<file path="src/rtl/clk_fail_switch_pkg.sv">
package clk_fail_switch_pkg;
   typedef enum logic {MAIN_XTAL = 1'b0, MAIN_RC = 1'b1} main_src_e;
   typedef enum logic {CPU_PLL = 1'b0, CPU_MAIN = 1'b1} cpu_src_e;
   localparam int unsigned SWITCH_BUDGET_DEF = 6;
endpackage

</file>
<file path="src/rtl/clk_fail_switch_sync.sv">
module clk_fail_switch_sync #(
   parameter int unsigned STAGES = 2
) (
   input  logic clk,
   input  logic rst_n,
   input  logic d_in,
   output logic d_out
);
   generate
      if (STAGES == 0) begin : g_bypass
         assign d_out = d_in;
      end else begin : g_chain
         logic [STAGES-1:0] chain_q;
         always_ff @(posedge clk or negedge rst_n) begin
            if (!rst_n) chain_q <= '0;
            else if (STAGES == 1) chain_q <= d_in;
            else chain_q <= {chain_q[STAGES-2:0], d_in};
         end
         assign d_out = chain_q[STAGES-1];
      end
   endgenerate
endmodule

</file>
<file path="src/rtl/clk_fail_switch_flags.sv">
module clk_fail_switch_flags (
   input  logic clk,
   input  logic rst_n,
   input  logic fail_rise,
   input  logic sts_rd,
   input  logic flt_clr,
   input  logic irq_en,
   output logic evt_flag,
   output logic flt_flag,
   output logic irq
);
   logic evt_q, flt_q;

   always_ff @(posedge clk or negedge rst_n) begin
      if (!rst_n) begin
         evt_q <= 1'b0;
         flt_q <= 1'b0;
      end else begin
         evt_q <= (evt_q & ~sts_rd) | fail_rise;
         flt_q <= (flt_q & ~flt_clr) | fail_rise;
      end
   end

   assign evt_flag = evt_q;
   assign flt_flag = flt_q;
   assign irq      = evt_q & irq_en;

   assert_evt_set_R2: assert property (@(posedge clk) disable iff (!rst_n)
      fail_rise |=> (evt_q && flt_q));
   assert_evt_clr_R4: assert property (@(posedge clk) disable iff (!rst_n)
      (sts_rd && !fail_rise) |=> !evt_q);
   assert_flt_hold_R5: assert property (@(posedge clk) disable iff (!rst_n)
      (flt_q && !flt_clr) |=> flt_q);
endmodule

</file>
<file path="src/rtl/clk_fail_switch_srcsel.sv">
module clk_fail_switch_srcsel
   import clk_fail_switch_pkg::*;
(
   input  logic clk,
   input  logic rst_n,
   input  logic fail_rise,
   input  logic cfg_wr,
   input  logic cfg_auto_main,
   input  logic cfg_auto_cpu,
   input  logic sel_wr,
   input  logic sw_main_rc,
   input  logic sw_cpu_main,
   output logic main_sel,
   output logic cpu_sel
);
   logic      auto_main_q, auto_cpu_q;
   main_src_e main_q;
   cpu_src_e  cpu_q;

   always_ff @(posedge clk or negedge rst_n) begin
      if (!rst_n) begin
         auto_main_q <= 1'b0;
         auto_cpu_q  <= 1'b0;
      end else if (cfg_wr) begin
         auto_main_q <= cfg_auto_main;
         auto_cpu_q  <= cfg_auto_cpu & cfg_auto_main & auto_main_q;
      end
   end

   always_ff @(posedge clk or negedge rst_n) begin
      if (!rst_n) begin
         main_q <= MAIN_XTAL;
         cpu_q  <= CPU_PLL;
      end else begin
         if (fail_rise && auto_main_q) main_q <= MAIN_RC;
         else if (sel_wr)              main_q <= main_src_e'(sw_main_rc);
         if (fail_rise && auto_cpu_q)  cpu_q  <= CPU_MAIN;
         else if (sel_wr)              cpu_q  <= cpu_src_e'(sw_cpu_main);
      end
   end

   assign main_sel = main_q;
   assign cpu_sel  = cpu_q;

   assert_cpu_order_R10: assert property (@(posedge clk) disable iff (!rst_n)
      auto_cpu_q |-> auto_main_q);
   assert_main_force_R9: assert property (@(posedge clk) disable iff (!rst_n)
      (fail_rise && auto_main_q) |=> main_sel);
   assert_main_persist_R11: assert property (@(posedge clk) disable iff (!rst_n)
      (main_sel && !sel_wr) |=> main_sel);
endmodule

</file>
<file path="src/rtl/clk_fail_switch.sv">
module clk_fail_switch
   import clk_fail_switch_pkg::*;
#(
   parameter int unsigned SYNC_STAGES   = 2,
   parameter int unsigned SWITCH_BUDGET = SWITCH_BUDGET_DEF
) (
   input  logic clk,
   input  logic rst_n,
   input  logic det_enable,
   input  logic fail_verdict,
   input  logic sts_rd,
   input  logic flt_clr,
   input  logic irq_en,
   input  logic cfg_wr,
   input  logic cfg_auto_main,
   input  logic cfg_auto_cpu,
   input  logic sel_wr,
   input  logic sw_main_rc,
   input  logic sw_cpu_main,
   output logic evt_flag,
   output logic flt_flag,
   output logic irq,
   output logic live_status,
   output logic pwm_fault,
   output logic main_sel,
   output logic cpu_sel,
   output logic rc_pwr_en
);
   localparam int unsigned LATENCY = SYNC_STAGES + 1;

   generate
      if (LATENCY > SWITCH_BUDGET) begin : g_budget_bad
         $error("switchover latency exceeds budget");
      end
   endgenerate

   logic verdict_s, live, live_q, fail_rise;

   clk_fail_switch_sync #(.STAGES(SYNC_STAGES)) sync_i (
      .clk(clk), .rst_n(rst_n), .d_in(fail_verdict), .d_out(verdict_s));

   assign live = verdict_s & det_enable;

   always_ff @(posedge clk or negedge rst_n) begin
      if (!rst_n) live_q <= 1'b0;
      else        live_q <= live;
   end

   assign fail_rise = live & ~live_q;

   clk_fail_switch_flags flags_i (
      .clk(clk), .rst_n(rst_n), .fail_rise(fail_rise), .sts_rd(sts_rd),
      .flt_clr(flt_clr), .irq_en(irq_en), .evt_flag(evt_flag),
      .flt_flag(flt_flag), .irq(irq));

   clk_fail_switch_srcsel srcsel_i (
      .clk(clk), .rst_n(rst_n), .fail_rise(fail_rise), .cfg_wr(cfg_wr),
      .cfg_auto_main(cfg_auto_main), .cfg_auto_cpu(cfg_auto_cpu),
      .sel_wr(sel_wr), .sw_main_rc(sw_main_rc), .sw_cpu_main(sw_cpu_main),
      .main_sel(main_sel), .cpu_sel(cpu_sel));

   assign live_status = live;
   assign pwm_fault   = flt_flag;
   assign rc_pwr_en   = det_enable | main_sel;

   assert_no_evt_disabled_R3: assert property (@(posedge clk) disable iff (!rst_n)
      (!det_enable && !evt_flag && !sts_rd) |=> !evt_flag);
   assert_irq_src_R7: assert property (@(posedge clk) disable iff (!rst_n)
      irq |-> (evt_flag && irq_en));
   assert_rc_pwr_R12: assert property (@(posedge clk) disable iff (!rst_n)
      main_sel |-> rc_pwr_en);
endmodule

</file>
<file path="config.mk">
export PLATFORM = sky130hd
export DESIGN_NAME = clk_fail_switch
export DESIGN_NICKNAME = d
export VERILOG_FILES = /design/src/rtl/clk_fail_switch_pkg.sv /design/src/rtl/clk_fail_switch_sync.sv /design/src/rtl/clk_fail_switch_flags.sv /design/src/rtl/clk_fail_switch_srcsel.sv /design/src/rtl/clk_fail_switch.sv
export SDC_FILE = /design/constraint.sdc
export NUM_CORES = 1
export LEC_CHECK = 0
export CAP_MARGIN = 10
export CORE_AREA = 5 5 42 44
export DETAILED_ROUTE_END_ITERATION = 7
export DIE_AREA = 0 0 47 49
export GPL_ROUTABILITY_DRIVEN = 0
export GPL_TIMING_DRIVEN = 0
export PLACE_DENSITY = 0.7
export SLEW_MARGIN = 25
export SYNTH_ARGS = -nofsm -noshare
export SYNTH_HDL_FRONTEND = slang
export SYNTH_SLANG_ARGS = --single-unit
export TNS_END_PERCENT = 20
</file>
<file path="constraint.sdc">
create_clock -name clk -period 1.1 [get_ports clk]
set_clock_uncertainty 0.2 [all_clocks]
set_input_delay 0.22 -clock clk [delete_from_list [all_inputs] [get_ports clk]]
set_output_delay 0.22 -clock clk [all_outputs]
set_load 0.02 [all_outputs]
</file>
==> parameters.txt <==
Parameter                              Value

Status
  Status ... complete, but fails checks
  Violations in the final reports ... setup timing

Logic synthesis
  Number of synthesized register bits ... 9
  Most numerous cell in the Yosys netlist ... sky130_fd_sc_hd__dfrtp_1
  Number of distinct library cells after synthesis ... 12
  Synthesized netlist net count ... around 40
  Most frequent cells after synthesis ... sky130_fd_sc_hd__dfrtp_1 (9), sky130_fd_sc_hd__inv_1 (4), sky130_fd_sc_hd__o21ai_0 (4)
  Post-synth top flop ... sky130_fd_sc_hd__dfrtp_1
  Synth Warn # ... 0
  Most area-hungry cell type in the Yosys netlist ... sky130_fd_sc_hd__dfrtp_1
  Cell area after synthesis ... 348 sq um
  Fraction of the yosys area taken by sequential cells ... between 60% and 70%
  Top post-synthesis cells by area ... sky130_fd_sc_hd__dfrtp_1 (65%), sky130_fd_sc_hd__mux2i_1 (5.8%), sky130_fd_sc_hd__nand3b_4 (5.8%)
  Mapped Cells ... 28
  Average footprint of a synthesized cell ... approximately 12 sq um
  Proportion of netlist area held by the largest area contributor ... 64.7%
  Number of flops mapped to enable cells by yosys ... 0
  Share of synthesized flip-flops with an asynchronous set or reset ... 100%

Power and ir drop
  Leakage dissipation ... between 0.2 and 0.3 nW
  P per Cell Area ... 1340 nW/um^2
  Worst vdd rail ir drop ... 730 uV
  Internal power of the cells ... 594 uW
  Clock group share of total power ... 31.8%
  Share of power burned in combinational logic ... roughly 22%
  Overall power consumption ... 802 uW
  Share of total power in sequential cells ... 46.3%
  Psw ... 208 uW
  Switch share ... 25.9%

GRT
  Overall Global Routing Usage ... 6.91%
  Antenna violations before repair ... 0
  Residual overflow from global routing ... 0
  Global-route wire length before repair ... around 1100 microns
  Maximum number of pins on one net before global-route repair ... 10
  Number of global-route vias before repair ... ~290

Layout
  Layout area overhead ... 72.3%
  Utilization after layout ... 42.8%
  Number of nets in the finished design ... 67
  Fillers ... 147
  Number of antenna cells inserted ... 0
  Layout cells sized above 1 ... 32.1%

Floorplanning
  Area of the core ... 1400 sq um
  Number of ports placed on the die boundary ... 21
  Area enclosed by the die boundary ... 2300 sq um
  Effective utilization at floorplan ... 24.8%
  Die extent in y ... 49 microns
  Placement row count ... 14
  Die X ... 47 microns

Setup path
  Biggest fanout along the worst timing path ... 3
  Worst Setup End Kind ... output pin
  CP Data Required Time ... a little under 0.7 ns
  Data arrival time of the critical path ... around 1 ns
  Register-to-Register Setup Slack ... approximately 0.08 ns
  Startpoint class of the critical path ... flip-flop
  Type of the worst setup path ... reg -> out

Placed design
  HPWL after DPL ... 582 microns
  Port Buf Inserts ... 20

Clocking
  Clock latency on the worst-skew pair ... 0.26 ns
  CTS root buf ... sky130_fd_sc_hd__clkbuf_4
  TritonCTS clock tree ... done
  Clock sink total ... 9
  Largest buffer count on any clock path ... 2
  Cts-stage hold buffer count ... 0
  H-tree lvl count ... 1
  Number of buffers created by CTS ... 3
  Clock transition at path regs ... 0.06 ns

Drt
  Remaining design rule violation count ... 0
  Wirelength per Cell ... 10.8 microns
  Routed WL ... 746 microns
  DRT iter0 DRCs ... 2
  Via count ... 283
  Number of vias per cell after detailed routing ... ~4.1
  DRT antenna net count ... 0
  First drt pass iteration count ... 2

Flow run
  Number of max-cap violations ... 0

Worst hold path
  Class of the tightest hold or removal check ... in -> async

Timing
  Hold Vio Cnt, Final ... 0
  Final setup violating endpoints ... 8
  Period utilization ... 130%
  Crit path time final ... roughly 1.4 ns
  Max Clock Freq ... 700 MHz
  Final max-slew violation count ... 0
  Actual slew at the worst max-slew pin ... around 0.4 ns
  Crit path setup slack, layout ... -0.329 ns
  Slew HR ... 73.0%
  Unrepaired setup endpoints after global routing ... yes
-- final cells by class --
type / instances / area [sq um] / area share (%)
inverter: 4 / 15.0 / 2.51
sequential: 9 / 226 / 37.8
multi-input combinational: 14 / 106 / 17.7
buffer: 1 / 7.51 / 1.25
tap: 16 / 20.0 / 3.34
timing repair buffer: 21 / 198 / 33.0
clock buffer: 4 / 26.3 / 4.38
-- flip-flops by register name, indices dropped and copies added (netlist names) --
| signal | cells |
|---|---|
| live_q | 1 |
| srcsel_i.auto_main_q | 1 |
| srcsel_i.cpu_sel | 1 |
| flags_i.flt_flag | 1 |
| srcsel_i.main_sel | 1 |
| flags_i.evt_flag | 1 |
| sync_i.g_chain.chain_q | 2 |
| srcsel_i.auto_cpu_q | 1 |
-- what timing repair did --
item	in CTS	in global routing
resized for setup	37	4
buffers inserted	1	0
endpoints found under the setup margin	8	9
-- power groups by stage --
stage | clock [mW] | sequential, mW | combinational [mW]
after floorplan | 0 | 0.397 | 0.0524
after global placement | 0 | 0.378 | 0.180
after detailed placement | 0 | 0.380 | 0.182
after CTS | 0.261 | 0.372 | 0.175
after global routing | 0.285 | 0.376 | 0.187
final | 0.255 | 0.372 | 0.175
-- worst max-delay path, stage by stage (launching register included) --
cell	delay [ns]
sky130_fd_sc_hd__dfrtp_2	0.40
sky130_fd_sc_hd__or2_4	0.22
sky130_fd_sc_hd__buf_6	0.13
-- kinds of logic after synthesis --
family / Yosys count / synth area share (%)
simple gates: 6 / 14.4
compound gates: 6 / 8.63
flops: 9 / 64.7
buf+inv: 5 / 6.47
mux: 2 / 5.76
-- metrics by stage --
step / setup TNS (ns) / area, sq um / worst slack, ns / hold WS (ns) / cells
6_report: -1.70 / 599 / -0.329 / 0.0531 / 69
5_1_grt: -1.99 / 599 / -0.365 / 0.0773 / 69
4_1_cts: -1.82 / 589 / -0.344 / 0.0619 / 69
3_5_place_dp: -4.88 / 573 / -0.866 / 0.135 / 64
3_3_place_gp: -4.73 / 573 / -0.854 / 0.134 / 64
2_1_floorplan: -0.0236 / 353 / -0.0236 / -0.276 / 28
-- metal layers --
layer / up-vias / part of all wire (%) / global-route usage (%)
met5: - / 0 / 0
met4: 0 / 0 / 2.76
met3: 0 / 14 / 3.69
met2: 13 / 45 / 9.95
met1: 130 / 40 / 8.43
li1: 140 / - / -
-- cell usage in the layout, fill, tap and decap left out --
cell / Yosys / routed
sky130_fd_sc_hd__clkbuf_1: 0 / 1
sky130_fd_sc_hd__buf_4: 1 / 2
sky130_fd_sc_hd__dlygate4sd2_1: 0 / 2
sky130_fd_sc_hd__o21ai_0: 4 / 4
sky130_fd_sc_hd__buf_6: 0 / 4
sky130_fd_sc_hd__inv_1: 4 / 4
sky130_fd_sc_hd__mux2i_1: 2 / 2
sky130_fd_sc_hd__dfrtp_2: 0 / 1
sky130_fd_sc_hd__nand2_1: 1 / 1
sky130_fd_sc_hd__clkbuf_4: 0 / 3
sky130_fd_sc_hd__dlymetal6s2s_1: 0 / 1
sky130_fd_sc_hd__nand3b_4: 1 / 1
sky130_fd_sc_hd__dfrtp_1: 9 / 8
sky130_fd_sc_hd__o21ai_1: 2 / 2
sky130_fd_sc_hd__buf_2: 0 / 3
sky130_fd_sc_hd__nand4_1: 1 / 1
sky130_fd_sc_hd__and2_4: 0 / 2
sky130_fd_sc_hd__or2_4: 0 / 1
sky130_fd_sc_hd__clkdlybuf4s50_1: 0 / 10
-- worst paths after layout --
check,endpoint,start,cells after the start
worst min register to register,sync_i.g_chain.chain_q[1],sync_i.g_chain.chain_q[0],0
worst min-delay path,flags_i.evt_flag,rst_n,1
max in group asynchronous,srcsel_i.main_sel,rst_n,1
min in group clk,srcsel_i.main_sel,sel_wr,3
worst max-delay path,rc_pwr_en,srcsel_i.main_sel,2
worst max register to register,flags_i.evt_flag,sync_i.g_chain.chain_q[1],3
No activity file was read; power rests on OpenSTA's default activity.
